==> config.mk <==
export PLATFORM = sky130hd
export DESIGN_NAME = wdog_steer
export DESIGN_NICKNAME = d
export VERILOG_FILES = /design/src/rtl/wdog_steer_pkg.sv /design/src/rtl/wdog_regs.sv /design/src/rtl/wdog_count.sv /design/src/rtl/wdog_outcome.sv /design/src/rtl/wdog_steer.sv
export SDC_FILE = /design/constraint.sdc
export NUM_CORES = 1
export LEC_CHECK = 0
export BUFFER_PORTS_ARGS = -buffer_cell sky130_fd_sc_hd__buf_4
export CAP_MARGIN = 20
export CELL_PAD_IN_SITES_DETAIL_PLACEMENT = 1
export CELL_PAD_IN_SITES_GLOBAL_PLACEMENT = 1
export CORE_ASPECT_RATIO = 1.2
export CORE_MARGIN = 3
export CORE_UTILIZATION = 45
export DETAILED_ROUTE_END_ITERATION = 6
export PLACE_DENSITY = 0.84
export SLEW_MARGIN = 20
export SYNTH_ARGS = -nofsm -noshare
export SYNTH_HDL_FRONTEND = slang
export SYNTH_SLANG_ARGS = --single-unit
==> constraint.sdc <==
create_clock -name clk_i -period 3 [get_ports clk_i]
set_input_delay 0.6 -clock clk_i [delete_from_list [all_inputs] [get_ports clk_i]]
set_output_delay 0.6 -clock clk_i [all_outputs]
set_load 0.005 [all_outputs]
==> src/rtl/wdog_steer_pkg.sv <==
`timescale 1ns/1ps
package wdog_steer_pkg;

  // Register select codes, decoded by the register bank
  typedef enum logic [1:0] {
    REG_CTRL = 2'd0,
    REG_FLAG = 2'd1,
    REG_CENT = 2'd2,
    REG_NONE = 2'd3
  } wd_reg_e;

endpackage

==> src/rtl/wdog_regs.sv <==
`timescale 1ns/1ps
module wdog_regs #(
  parameter int MULT_W = 5,
  parameter int RES_W  = 2,
  localparam int DATA_W   = 1 + MULT_W + RES_W,
  localparam int CENT_BIT = DATA_W - 2
) (
  input  logic              clk_i,
  input  logic              rst_ni,
  input  logic              acc_i,
  input  logic              wr_i,
  input  logic [1:0]        addr_i,
  input  logic [DATA_W-1:0] wdata_i,
  output logic [DATA_W-1:0] rdata_o,
  input  logic              expire_i,
  output logic              restart_o,
  output logic [MULT_W-1:0] mult_o,
  output logic [RES_W-1:0]  res_o,
  output logic              steer_o,
  output logic              flag_o
);
  import wdog_steer_pkg::*;

  logic [DATA_W-1:0] ctrl_q, ctrl_d;
  logic              flag_q, flag_d;
  logic              cent_q, cent_d;
  wd_reg_e           sel;
  logic              ctrl_wr, ctrl_rd, cent_wr, steer_hit;

  assign sel       = wd_reg_e'(addr_i);
  assign ctrl_wr   = acc_i &  wr_i & (sel == REG_CTRL);
  assign ctrl_rd   = acc_i & ~wr_i & (sel == REG_CTRL);
  assign cent_wr   = acc_i &  wr_i & (sel == REG_CENT);
  assign steer_hit = expire_i & ctrl_q[DATA_W-1];

  // Restart value: the incoming byte on a write, the stored byte on a read
  assign restart_o = ctrl_wr | ctrl_rd;
  assign mult_o    = ctrl_wr ? wdata_i[RES_W +: MULT_W] : ctrl_q[RES_W +: MULT_W];
  assign res_o     = ctrl_wr ? wdata_i[RES_W-1:0]      : ctrl_q[RES_W-1:0];
  assign steer_o   = ctrl_q[DATA_W-1];
  assign flag_o    = flag_q;

  always_comb begin
    ctrl_d = ctrl_q;
    if (ctrl_wr)        ctrl_d = wdata_i;
    else if (steer_hit) ctrl_d = '0;

    flag_d = flag_q;
    if (restart_o)      flag_d = 1'b0;
    else if (expire_i)  flag_d = 1'b1;

    cent_d = cent_q;
    if (cent_wr)        cent_d = wdata_i[CENT_BIT];
    else if (steer_hit) cent_d = 1'b0;
  end

  always_comb begin
    rdata_o = '0;
    unique case (sel)
      REG_CTRL: rdata_o = ctrl_q;
      REG_FLAG: rdata_o[DATA_W-1] = flag_q;
      REG_CENT: rdata_o[CENT_BIT] = cent_q;
      default:  rdata_o = '0;
    endcase
  end

  always_ff @(posedge clk_i or negedge rst_ni) begin
    if (!rst_ni) begin
      ctrl_q <= '0;
      flag_q <= 1'b0;
      cent_q <= 1'b0;
    end else begin
      ctrl_q <= ctrl_d;
      flag_q <= flag_d;
      cent_q <= cent_d;
    end
  end

  // a reset-mode timeout leaves the control byte cleared
  a_r6_ctrl_cleared: assert property (@(posedge clk_i) disable iff (!rst_ni)
    (steer_hit && !ctrl_wr) |=> (ctrl_q == '0));
  // the century bit drops on a reset-mode timeout
  a_r6_cent_cleared: assert property (@(posedge clk_i) disable iff (!rst_ni)
    (steer_hit && !cent_wr) |=> !cent_q);
  // a timeout raises the flag
  a_r5_flag_set: assert property (@(posedge clk_i) disable iff (!rst_ni)
    (expire_i && !restart_o) |=> flag_q);
  // any control access clears the flag
  a_r3_r4_flag_clear: assert property (@(posedge clk_i) disable iff (!rst_ni)
    restart_o |=> !flag_q);
endmodule

==> src/rtl/wdog_count.sv <==
`timescale 1ns/1ps
module wdog_count #(
  parameter int MULT_W = 5,
  parameter int RES_W  = 2,
  localparam int MAX_SHIFT = 2 * ((1 << RES_W) - 1),
  localparam int CNT_W     = MULT_W + MAX_SHIFT
) (
  input  logic              clk_i,
  input  logic              rst_ni,
  input  logic              tick_i,
  input  logic              restart_i,
  input  logic [MULT_W-1:0] mult_i,
  input  logic [RES_W-1:0]  res_i,
  output logic              expire_o
);
  logic [CNT_W-1:0] cnt_q, cnt_d, period;
  logic             run_q, run_d;

  // Multiplier scaled by 4^resolution
  assign period = CNT_W'(mult_i) << (2 * res_i);

  always_comb begin
    cnt_d    = cnt_q;
    run_d    = run_q;
    expire_o = 1'b0;
    if (restart_i) begin
      cnt_d = period;
      run_d = (period != '0);
    end else if (run_q && tick_i) begin
      if (cnt_q == CNT_W'(1)) begin
        run_d    = 1'b0;
        expire_o = 1'b1;
      end else begin
        cnt_d = cnt_q - CNT_W'(1);
      end
    end
  end

  always_ff @(posedge clk_i or negedge rst_ni) begin
    if (!rst_ni) begin
      cnt_q <= '0;
      run_q <= 1'b0;
    end else begin
      cnt_q <= cnt_d;
      run_q <= run_d;
    end
  end

  // no tick and no restart leaves the count untouched
  a_r1_hold_without_tick: assert property (@(posedge clk_i) disable iff (!rst_ni)
    (!tick_i && !restart_i) |=> $stable(cnt_q));
  // a zero multiplier never arms the counter
  a_r2_zero_idle: assert property (@(posedge clk_i) disable iff (!rst_ni)
    (restart_i && mult_i == '0) |=> !run_q);
  // after a timeout the counter stays idle until a restart
  a_r7_idle_after: assert property (@(posedge clk_i) disable iff (!rst_ni)
    expire_o |=> !run_q);
endmodule

==> src/rtl/wdog_outcome.sv <==
`timescale 1ns/1ps
module wdog_outcome (
  input  logic clk_i,
  input  logic rst_ni,
  input  logic expire_i,
  input  logic steer_i,
  output logic rst_req_o,
  output logic irq_o
);
  logic req_d, irq_d;

  always_comb begin
    req_d = expire_i &  steer_i;
    irq_d = expire_i & ~steer_i;
  end

  always_ff @(posedge clk_i or negedge rst_ni) begin
    if (!rst_ni) begin
      rst_req_o <= 1'b0;
      irq_o     <= 1'b0;
    end else begin
      rst_req_o <= req_d;
      irq_o     <= irq_d;
    end
  end

  // the two outcomes never coincide
  a_r6_r7_exclusive: assert property (@(posedge clk_i) disable iff (!rst_ni)
    !(rst_req_o && irq_o));
  // the interrupt is a single-cycle pulse
  a_r7_irq_single: assert property (@(posedge clk_i) disable iff (!rst_ni)
    irq_o |=> !irq_o);
  // the reset request is a single-cycle pulse
  a_r6_req_single: assert property (@(posedge clk_i) disable iff (!rst_ni)
    rst_req_o |=> !rst_req_o);
endmodule

==> src/rtl/wdog_steer.sv <==
`timescale 1ns/1ps
module wdog_steer #(
  parameter int MULT_W = 5,
  parameter int RES_W  = 2,
  localparam int DATA_W = 1 + MULT_W + RES_W
) (
  input  logic              clk_i,
  input  logic              rst_ni,
  input  logic              tick_i,
  input  logic              acc_i,
  input  logic              wr_i,
  input  logic [1:0]        addr_i,
  input  logic [DATA_W-1:0] wdata_i,
  output logic [DATA_W-1:0] rdata_o,
  output logic              rst_req_o,
  output logic              irq_o,
  output logic              flag_o
);
  logic [1:0]        sync_q;
  logic              rst_n;
  logic              expire, restart, steer;
  logic [MULT_W-1:0] mult;
  logic [RES_W-1:0]  res;

  // Asynchronous assert, synchronous release
  always_ff @(posedge clk_i or negedge rst_ni) begin
    if (!rst_ni) sync_q <= 2'b00;
    else         sync_q <= {sync_q[0], 1'b1};
  end
  assign rst_n = sync_q[1];

  wdog_regs #(.MULT_W(MULT_W), .RES_W(RES_W)) u_regs (
    .clk_i(clk_i), .rst_ni(rst_n), .acc_i(acc_i), .wr_i(wr_i),
    .addr_i(addr_i), .wdata_i(wdata_i), .rdata_o(rdata_o),
    .expire_i(expire), .restart_o(restart), .mult_o(mult), .res_o(res),
    .steer_o(steer), .flag_o(flag_o)
  );

  wdog_count #(.MULT_W(MULT_W), .RES_W(RES_W)) u_count (
    .clk_i(clk_i), .rst_ni(rst_n), .tick_i(tick_i), .restart_i(restart),
    .mult_i(mult), .res_i(res), .expire_o(expire)
  );

  wdog_outcome u_outcome (
    .clk_i(clk_i), .rst_ni(rst_n), .expire_i(expire), .steer_i(steer),
    .rst_req_o(rst_req_o), .irq_o(irq_o)
  );

  // every outcome pulse is accompanied by the flag
  a_r5_flag_with_pulse: assert property (@(posedge clk_i) disable iff (!rst_n)
    (rst_req_o || irq_o) |-> flag_o);
endmodule

After elaboration in Yosys (flattened, before gate mapping)
Cells that the tools add are included.
Word-level totals
  bits in registers: 26
  word-level logic and storage cells: 54
Operators by class
  add/sub/neg operators: 1
  equality and inequality tests: 4
  shift operators: 1
  multiplexer cells: 20
  bitwise operators: 10
  reduce and logical (&&, ||, !) cells: 10
Operators with widths (number)
  two-way mux 11 bit: 3
  two-way mux 8 bit: 2
  equality test 11 x 1 -> 1 bit, second input constant: 1
  nonzero test 11 bit: 1
  left shift 5 x 3 -> 11 bit: 1
  subtractor 11 x 1 -> 11 bit, second input constant: 1
  two-way mux 1 bit: 10
  nonzero test 2 bit: 5
  bitwise AND 1 bit: 7
  two-way mux 6 bit: 1
  two-way mux 5 bit: 1
  one-hot mux 1 bit (2 select lines): 2
  AND reduction 2 bit: 2
  equality test 2 x 1 -> 1 bit, second input constant: 1
  equality test 2 bit, second input constant: 1
  logical NOT 2 bit: 1
  two-way mux 2 bit: 1
  != test 2 bit, second input constant: 1
  inverter 1 bit: 2
  logical AND 1 bit: 1
  bitwise OR 1 bit: 1

Logic depth before layout (Yosys ltp)
Gate-level depths: netlist of the first run.
  word-level depth: 8
  depth in mapped cells: 7
  gate-level depth less buffers: 7

Hierarchy
Synthesis of the first run repeated with hierarchy kept, for this count alone.
Second synthesis, totals
  cells, all modules: 156
  area, all modules: 1650.3 µm²
Modules (own cells, without submodules)
  wdog_count: instances 1, cells an instance 94, area an instance 853.3 µm², sequential area each 300.3 µm²
  wdog_regs: instances 1, cells an instance 55, area an instance 676.9 µm², sequential area each 250.2 µm²
  wdog_outcome: instances 1, cells an instance 4, area an instance 66.3 µm², sequential area each 50.0 µm²
  wdog_steer: instances 1, cells an instance 3, area an instance 53.8 µm², sequential area each 50.0 µm²

Worst setup path after synthesis of the first run
Ideal clock, no wire load.
  path kind: input-to-reg
  start: input addr_i[1]
  end: register u_count.cnt_q[5]
  setup time: 141 ps
  data arrival time: 1777 ps
  path slack: 1082 ps
  stages on the path: 6
  path through: and4bb_2 -> clkbuf_1 -> clkbuf_1 -> o211ai_1 -> a21oi_1 -> a31oi_1
Between the ends
  word-level cells in the longest chain between the ends: 5
RTL lines
  from (decl): RTL line wdog_steer.sv:12  | input logic [1:0] addr_i,
  logical NOT 2 bit (*): RTL line wdog_regs.sv:31, wdog_regs.sv:32
  bitwise AND 1 bit, on equally long branches: RTL line wdog_regs.sv:31, wdog_regs.sv:32
  two-way mux 5 bit, or another cell as far along: RTL line wdog_regs.sv:38  | assign mult_o = ctrl_wr ? wdata_i[RES_W +: MULT_W] : ctrl_q[RES_W +: MULT_W];
  left shift 5 x 3 -> 11 bit, or another cell as far along: RTL line wdog_count.sv:20  | assign period = CNT_W'(mult_i) << (2 * res_i);
  two-way mux 11 bit / AND reduction 2 bit (equally long branches)
  to (signal assigned): RTL line wdog_count.sv:44  | cnt_q <= cnt_d;
  to (decl): RTL line wdog_count.sv:16  | logic [CNT_W-1:0] cnt_q, cnt_d, period;
Every way passes the cells marked *; elsewhere a longest branch is shown, timed or not.
A chain may end at the register's enable or synchronous reset.

Worst setup path after layout of the first run
  start: register u_count.cnt_q[7]
  end: register u_regs.ctrl_q[1]
Between the ends
  word-level cells in the longest chain between the ends: 6
RTL lines
  equality test 11 x 1 -> 1 bit: RTL line wdog_count.sv:30  | if (cnt_q == CNT_W'(1)) begin
  two-way mux 1 bit: RTL line wdog_count.sv:30
  two-way mux 1 bit: RTL line wdog_count.sv:29  | end else if (run_q && tick_i) begin
  two-way mux 1 bit: RTL line wdog_count.sv:26  | if (restart_i) begin
  bitwise AND 1 bit
  net u_outcome.req_d: RTL line wdog_outcome.sv:10  | logic req_d, irq_d;
  nonzero test 2 bit (no line)
  to (signal assigned): RTL line wdog_regs.sv:73  | ctrl_q <= ctrl_d;
  to (decl): RTL line wdog_regs.sv:24  | logic [DATA_W-1:0] ctrl_q, ctrl_d;
The timed path passes the listed nets, and every way through them passes these cells.

==> results of run 1 <==
-- registers in the layout (all words and copies together) (netlist names) --
signal,flops
u_outcome.irq_o,1
u_regs.ctrl_q,8
u_regs.cent_q,1
sync_q,2
u_count.run_q,1
u_regs.flag_o,1
u_count.cnt_q,11
u_outcome.rst_req_o,1
-- cell usage in the layout (no fill, tap or decap), types with 2 or more instances in the layout --
cell       n
o311ai_0   2
a21oi_1   17
o21ai_0   10
nand2_1   32
o211ai_1   5
nand3_1    8
xnor2_1    3
or3_1      2
and3_1     2
and2_1     6
a31oi_1    4
ha_1       2
clkbuf_8   3
o41ai_1    2
mux2_2     2
buf_4     26
nor2b_1    6
nor3_1     3
nor2_1    16
inv_1      6
a211oi_1   3
dfrtp_1   26
mux2i_1    9
xor2_1     3
-- area by class of cell --
class / instances / area [sq um]
multi-input cells: 157 / 977
inverters: 6 / 22.5
fillers: 425 / 1480
clock buffers: 3 / 41.3
clock inverters: 1 / 30.0
repair buffers: 27 / 210
well taps: 37 / 46.3
flip-flops and latches: 26 / 651
-- final timing paths --
check	startpoint	endpoint	cells past startpoint
worst max-delay path	u_count.cnt_q[7]$_DFFE_PN0P_	u_regs.ctrl_q[1]$_DFFE_PN0P_	6
worst min-delay path	rst_ni	sync_q[0]$_DFF_PN0_	1
worst max register to register	u_count.cnt_q[7]$_DFFE_PN0P_	u_regs.ctrl_q[1]$_DFFE_PN0P_	6
worst min register to register	sync_q[1]$_DFF_PN0_	u_count.cnt_q[5]$_DFFE_PN0P_	0
max in group asynchronous	sync_q[1]$_DFF_PN0_	u_regs.ctrl_q[2]$_DFFE_PN0P_	1
min in group clk_i	sync_q[0]$_DFF_PN0_	sync_q[1]$_DFF_PN0_	0
-- worst max-delay path: cells and delay by family (launching register included) --
family / cells / cell delay, ps
buffers and inverters: 1 / 190
flip-flops: 1 / 440
AND/OR/NAND/NOR: 5 / 1510
-- synthesized netlist by cell type, types with 2 or more instances --
master    count
o21ai_0      10
nor2b_1       6
o41ai_1       2
and3_1        2
mux2_2        2
nand3_1       8
xnor2_1       3
nand2_1      32
inv_1         6
dfrtp_1      26
a21oi_1      17
o211ai_1      5
and2_1        6
nor3_1        3
clkbuf_1      9
nor2_1       16
o311ai_0      2
mux2i_1       9
a211oi_1      3
xor2_1        3
or3_1         2
ha_1          2
a31oi_1       4
-- cell families (layout without fill, tap and decap cells) --
kind of cell	after synthesis	count (layout)	share of synthesized area
multiplexers	11	11	0.0669
XOR/XNOR	6	6	0.0312
flip-flops	26	26	0.386
buffers and inverters	15	37	0.0334
adder cells (fa/ha/maj)	2	2	0.0149
other	1	1	0.00223
AO/OA/AOI/OAI	50	50	0.187
AND/OR/NAND/NOR	87	87	0.278
-- routing by layer --
layer	up-vias	track usage	share of wire	wire, um
met3	13	0.0354	0.033	165
met4	0	0.106	0.027	138
met5	-	0	0	0
li1	749	-	-	-
met2	41	0.447	0.53	2680
met1	796	0.286	0.41	2080
-- power breakdown --
| group | internal [mW] | total [mW] | switching (mW) |
|---|---|---|---|
| Clock | 0.179 | 0.312 | 0.133 |
| Combinational | 0.206 | 0.441 | 0.235 |
| Sequential | 0.450 | 0.596 | 0.146 |
| Total | 0.836 | 1.35 | 0.513 |
-- metrics by stage --
step / power (mW) / hold slack (ps)
6_report: 1.35 / 62.9
5_1_grt: 1.44 / 51.8
3_3_place_gp: 0.987 / 344
2_1_floorplan: 0.869 / 304
4_1_cts: 1.35 / 65.5
3_5_place_dp: 1.04 / 348
==> out/qor.txt, run 1 <==
CP required - 3160 ps
Post-route setup slack - 742 ps
Netlist cell types - 43
Final Instance Area - 0.00198 sq mm
Clk buf depth - 2
R2r setup slk - 740 ps
Drt total wl - 5070 um
Initial Util - 0.488
Critical path peak fanout - 9
Initial detailed-routing violation count - 70
Max-slew headroom - 0.529
Avg Vias per Cell - 6.22
Worst VDD drop - 0.326 mV
Count of pins over their slew limit - 0
Pleak - 0.876 nW
Ranking of synthesized cells by area - dfrtp_1 39%, nand2_1 7.1%, mux2i_1 5.3%, a21oi_1 5.1%, nor2_1 3.6%
Post-DP HPWL - 3820 um
Power Dens Cells - 682 mW/mm^2
Post-synth top area cell - dfrtp_1
Die Ht - 73.0 um
Global-route wire length before repair - 8220 um
FMAX - 443 MHz
Post-Layout Cell Count - 257
Critical path class - flop to flop
CTS tree - done
Post-cts resize count - 0
Clock Sink Count - 26
Fin. Hold Viols - 0
Status - finished, final reports clean
Syn Area/Cell - 8.51 sq um
Tmin final - 2260 ps
Worst-case clock skew - 13.2 ps
FFs w/ async S/R, synth - 1.00
Clock Pin Slew Worst Setup and Hold Paths - 110 ps
H-tree depth - 1
Crit. End Element - flop
P&R area growth vs syn - 17.5%
Synth Cell Area - 0.00168 sq mm
Vias in the first global route - 1,672
Critical Path AT - 2420 ps
Largest stage delay on the critical path - 650 ps
Crit-path slowest cell - nor4_1
Grt ovf - 0
DP Worst Slack - 552 ps
Share of the synthesized area in the top cell type - 0.386
Dominant synthesized flop cell - dfrtp_1
Unrepaired setup endpoints after global routing - no
Via count - 1,599
Placed Area - 0.00189 sq mm
Yosys Warn Count - 0
CP cell instances - nor4_1 -> nor4b_4 -> buf_4 -> nand4_2 -> nor2_4 -> nor2_1
Proportion of layout cells with a drive suffix above 1 - 0.191
Final nets - 238
Ports - 26
Clk_lat worst skew - 290 ps
Average wire per standard cell - 19.7 um
Worst Tran Pin Value - 706 ps
Diode count - 0
Syn Nets - 215
Worst min path class - primary input to asynchronous set/reset pin
Die Wd - 61.8 um
# DRC - 0
Antenna-violating nets left - 0
Syn Inst Count - 198
Max Cap Viol - 0
Cts bufs inserted - 3
CTS root buffer - clkbuf_8
Core area - 0.00345 sq mm
TNS Setup - 0 ps
Synth Register Bits - 26
Pin count of the biggest net entering global routing - 25
Antenna violations before repair - 0
Setup bufs post-CTS - 0
GRT Total Usage - 0.250
Crit start category - flop
Fin util - 0.573
Drt first pass iters - 4
Full die area - 0.00452 sq mm
Final setup viols - 0
# rows - 23
Cells after DPL - 252
Routability Congestion - 0.924
Period utilisation layout - 0.753
Number of flops mapped to enable cells by yosys - 0
Hold Buf Count CTS - 0
Sequential fraction of the synthesis area - 0.386
I/O Buffers - 25
(Power assumes the default switching activity.)
==> run 2: changes to the inputs <==
CORE_UTILIZATION = 38   (was 45)
PLACE_DENSITY = 0.75   (was 0.84)
clock period = 2 ns   (was 3 ns; I/O delays follow)
==> run 2 against run 1 <==
The flow now finishes with violations (negative setup slack); register-to-register slack got worse by 760 ps; sequential cell count did not move; global-route usage fell by 3.7 points; sequential share of layout area fell by 2.7 points; die area rose by 17%; non-clock buffer count rose by 20; largest power group unchanged; routed wire length rose by 7.8%; clock skew fell by 6.9 ps; total power rose by 60%; utilization fell by 4.5 points; setup slack got worse by 760 ps; count of clock-buffer cells in the layout did not move.
==> out/qor.txt, run 2 (synthesis gave the netlist of run 1 again) <==
H-tree depth - 1 (unchanged)
Avg Vias per Cell - 5.68 (was 6.22)
Power Dens Cells - 998 mW/mm^2 (was 682 mW/mm^2)
Count of pins over their slew limit - 0 (unchanged)
Met2 usage in global routing - 0.388 (was 0.447)
Critical path class - flop to flop (unchanged)
Total power - 2.16 mW (was 1.35 mW)
CTS tree - done (unchanged)
Worst-case clock skew - 6.27 ps (was 13.2 ps)
Clk buf depth - 2 (unchanged)
Final nets - 259 (was 238)
Fin util - 0.527 (was 0.573)
Average wire per standard cell - 18.5 um (was 19.7 um)
Proportion of layout cells with a drive suffix above 1 - 0.261 (was 0.191)
Via count - 1,675 (was 1,599)
Critical path peak fanout - 5 (was 9)
Pleak - 0.972 nW (was 0.876 nW)
Diode count - 0 (unchanged)
P&R area growth vs syn - 28.3% (was 17.5%)
Post-route setup slack - -22.7 ps (was 742 ps)
Initial detailed-routing violation count - 72 (was 70)
# rows - 25 (was 23)
CP required - 2170 ps (was 3160 ps)
Die Ht - 78.9 um (was 73.0 um)
Met1 Usage GRT - 0.255 (was 0.286)
Register bank with the most flops - u_count.cnt_q (unchanged)
Post-DP HPWL - 4060 um (was 3820 um)
Crit-path slowest cell - or4_4 (was nor4_1)
Initial Util - 0.411 (was 0.488)
Regs by FF count - u_count.cnt_q x11, u_regs.ctrl_q x8, sync_q x2 (unchanged)
Status - complete, but fails checks (was finished, final reports clean)
Clock Sink Count - 26 (unchanged)
Global-route wire length before repair - 8630 um (was 8220 um)
RR Startpoint - u_count.cnt_q[5]$_DFFE_PN0P_ (was u_count.cnt_q[7]$_DFFE_PN0P_)
Full die area - 0.00527 sq mm (was 0.00452 sq mm)
Routability Congestion - 0.860 (was 0.924)
Die Wd - 66.8 um (was 61.8 um)
Largest stage delay on the critical path - 570 ps (was 650 ps)
Most common cell after layout, fill and taps aside - buf_4 (was nand2_1)
Vias in the first global route - 1,796 (was 1,672)
Max Cap Viol - 0 (unchanged)
Max reg flops - 11 (unchanged)
Antenna violations before repair - 0 (unchanged)
Crit start category - flop (unchanged)
GRT Total Usage - 0.213 (was 0.250)
Drt first pass iters - 4 (unchanged)
Critical Path Start - u_count.cnt_q[5]$_DFFE_PN0P_ (was u_count.cnt_q[7]$_DFFE_PN0P_)
Critical Path AT - 2190 ps (was 2420 ps)
Clk_lat worst skew - 280 ps (was 290 ps)
Pin count of the biggest net entering global routing - 25 (unchanged)
TNS Setup - -41.7 ps (was 0 ps)
Core area - 0.00410 sq mm (was 0.00345 sq mm)
Cts bufs inserted - 3 (unchanged)
CTS root buffer - clkbuf_8 (unchanged)
Most frequent cells in the layout - 46 x buf_4, 32 x nand2_1, 25 x dfrtp_1 (was 32 x nand2_1, 26 x buf_4, 26 x dfrtp_1)
Fin. Hold Viols - 0 (unchanged)
Tmin final - 2020 ps (was 2260 ps)
Period utilisation layout - 1.01 (was 0.753)
Ports - 26 (unchanged)
Clock Pin Slew Worst Setup and Hold Paths - 100 ps (was 110 ps)
Worst VDD drop - 0.485 mV (was 0.326 mV)
I/O Buffers - 25 (unchanged)
Final setup viols - 3 (was 0)
Grt ovf - 0 (unchanged)
Failing checks - negative setup slack
Drt total wl - 5460 um (was 5070 um)
M3 GR Usage - 0.0354 (about the same)
Antenna-violating nets left - 0 (unchanged)
FMAX - 494 MHz (was 443 MHz)
GRT Max-Usage Layer - met2 (unchanged)
CP cell instances - or4_4 -> nor4b_4 -> buf_4 -> nand4_4 -> nor2_4 -> o22ai_2 (was nor4_1 -> nor4b_4 -> buf_4 -> nand4_2 -> nor2_4 -> nor2_1)
Worst min path class - flop to asynchronous set/reset pin (was primary input to asynchronous set/reset pin)
# DRC - 0 (unchanged)
Crit. End Element - flop (unchanged)
Unrepaired setup endpoints after global routing - yes (was no)
[run 2: cell types whose count changed in the layout (fill, tap and decap cells not counted)]
| cell | delta |
|---|---|
| dlygate4sd3_1 | +1 |
| nor2_2 | +1 |
| nand4_4 | +1 |
| buf_8 | -1 |
| nand4_2 | -1 |
| dfrtp_1 | -1 |
| dfrtp_2 | +1 |
| buf_4 | +20 |
[run 2: report_power, final]
part / total, mW / switching (mW) / internal [mW]
Clock: 0.447 / 0.179 / 0.268
Sequential: 0.868 / 0.190 / 0.678
Combinational: 0.842 / 0.423 / 0.419
[run 2: critical path: cells and delay by family, from the launching register on]
family,cells,cell delay (ps)
compound gates,1,90
flops,1,400
buf+inv,1,170
simple gates,4,1250
[run 2: area by class of cell]
cell class                      count  area [sq um]
Fill cell                         503          1940
Multi-Input combinational cell    158           992
Sequential cell                    26           652
Timing Repair Buffer               47           355
Tap cell                           54          67.6
Clock buffer                        3          41.3
Clock inverter                      1          30.0
Inverter                            6          22.5
[run 2: timing repair]
item | CTS | global route
resized for setup | 0 | 2
gates cloned | 0 | 1
buffers inserted | 0 | 6
hold buffers | 1 | 0
hold endpoints to repair | 2 | 0
setup endpoints to repair | 1 | 11
pin swaps | 0 | 4
[run 2: routing by layer]
metal / vias up / routed length (um)
met5: - / 0
met4: 0 / 78
met3: 10 / 130
met2: 37 / 2970
met1: 837 / 2280
li1: 791 / -
[run 2: final timing paths]
| path | slack [ps] | cells past startpoint | endpoint |
|---|---|---|---|
| worst min-delay path | 230 | 1 | u_regs.ctrl_q[7]$_DFFE_PN0P_ |
| worst min register to register | 230 | 1 | u_regs.ctrl_q[7]$_DFFE_PN0P_ |
| max in group asynchronous | 1490 | 2 | sync_q[0]$_DFF_PN0_ |
| min in group clk_i | 310 | 3 | u_regs.ctrl_q[7]$_DFFE_PN0P_ |
| worst max register to register | -20 | 6 | u_regs.cent_q$_DFFE_PN0P_ |
| worst max-delay path | -20 | 6 | u_regs.cent_q$_DFFE_PN0P_ |
[run 2: per-stage QoR]
step,worst slack (ps),instance area [sq um],hold WS (ps),instances
6_report,-22.7,2160,232,295
5_1_grt,-65.3,2160,287,295
4_1_cts,-12.5,2100,249,288
3_5_place_dp,-20.1,2020,183,283
3_3_place_gp,76.6,2020,182,283
2_1_floorplan,101,1680,104,198
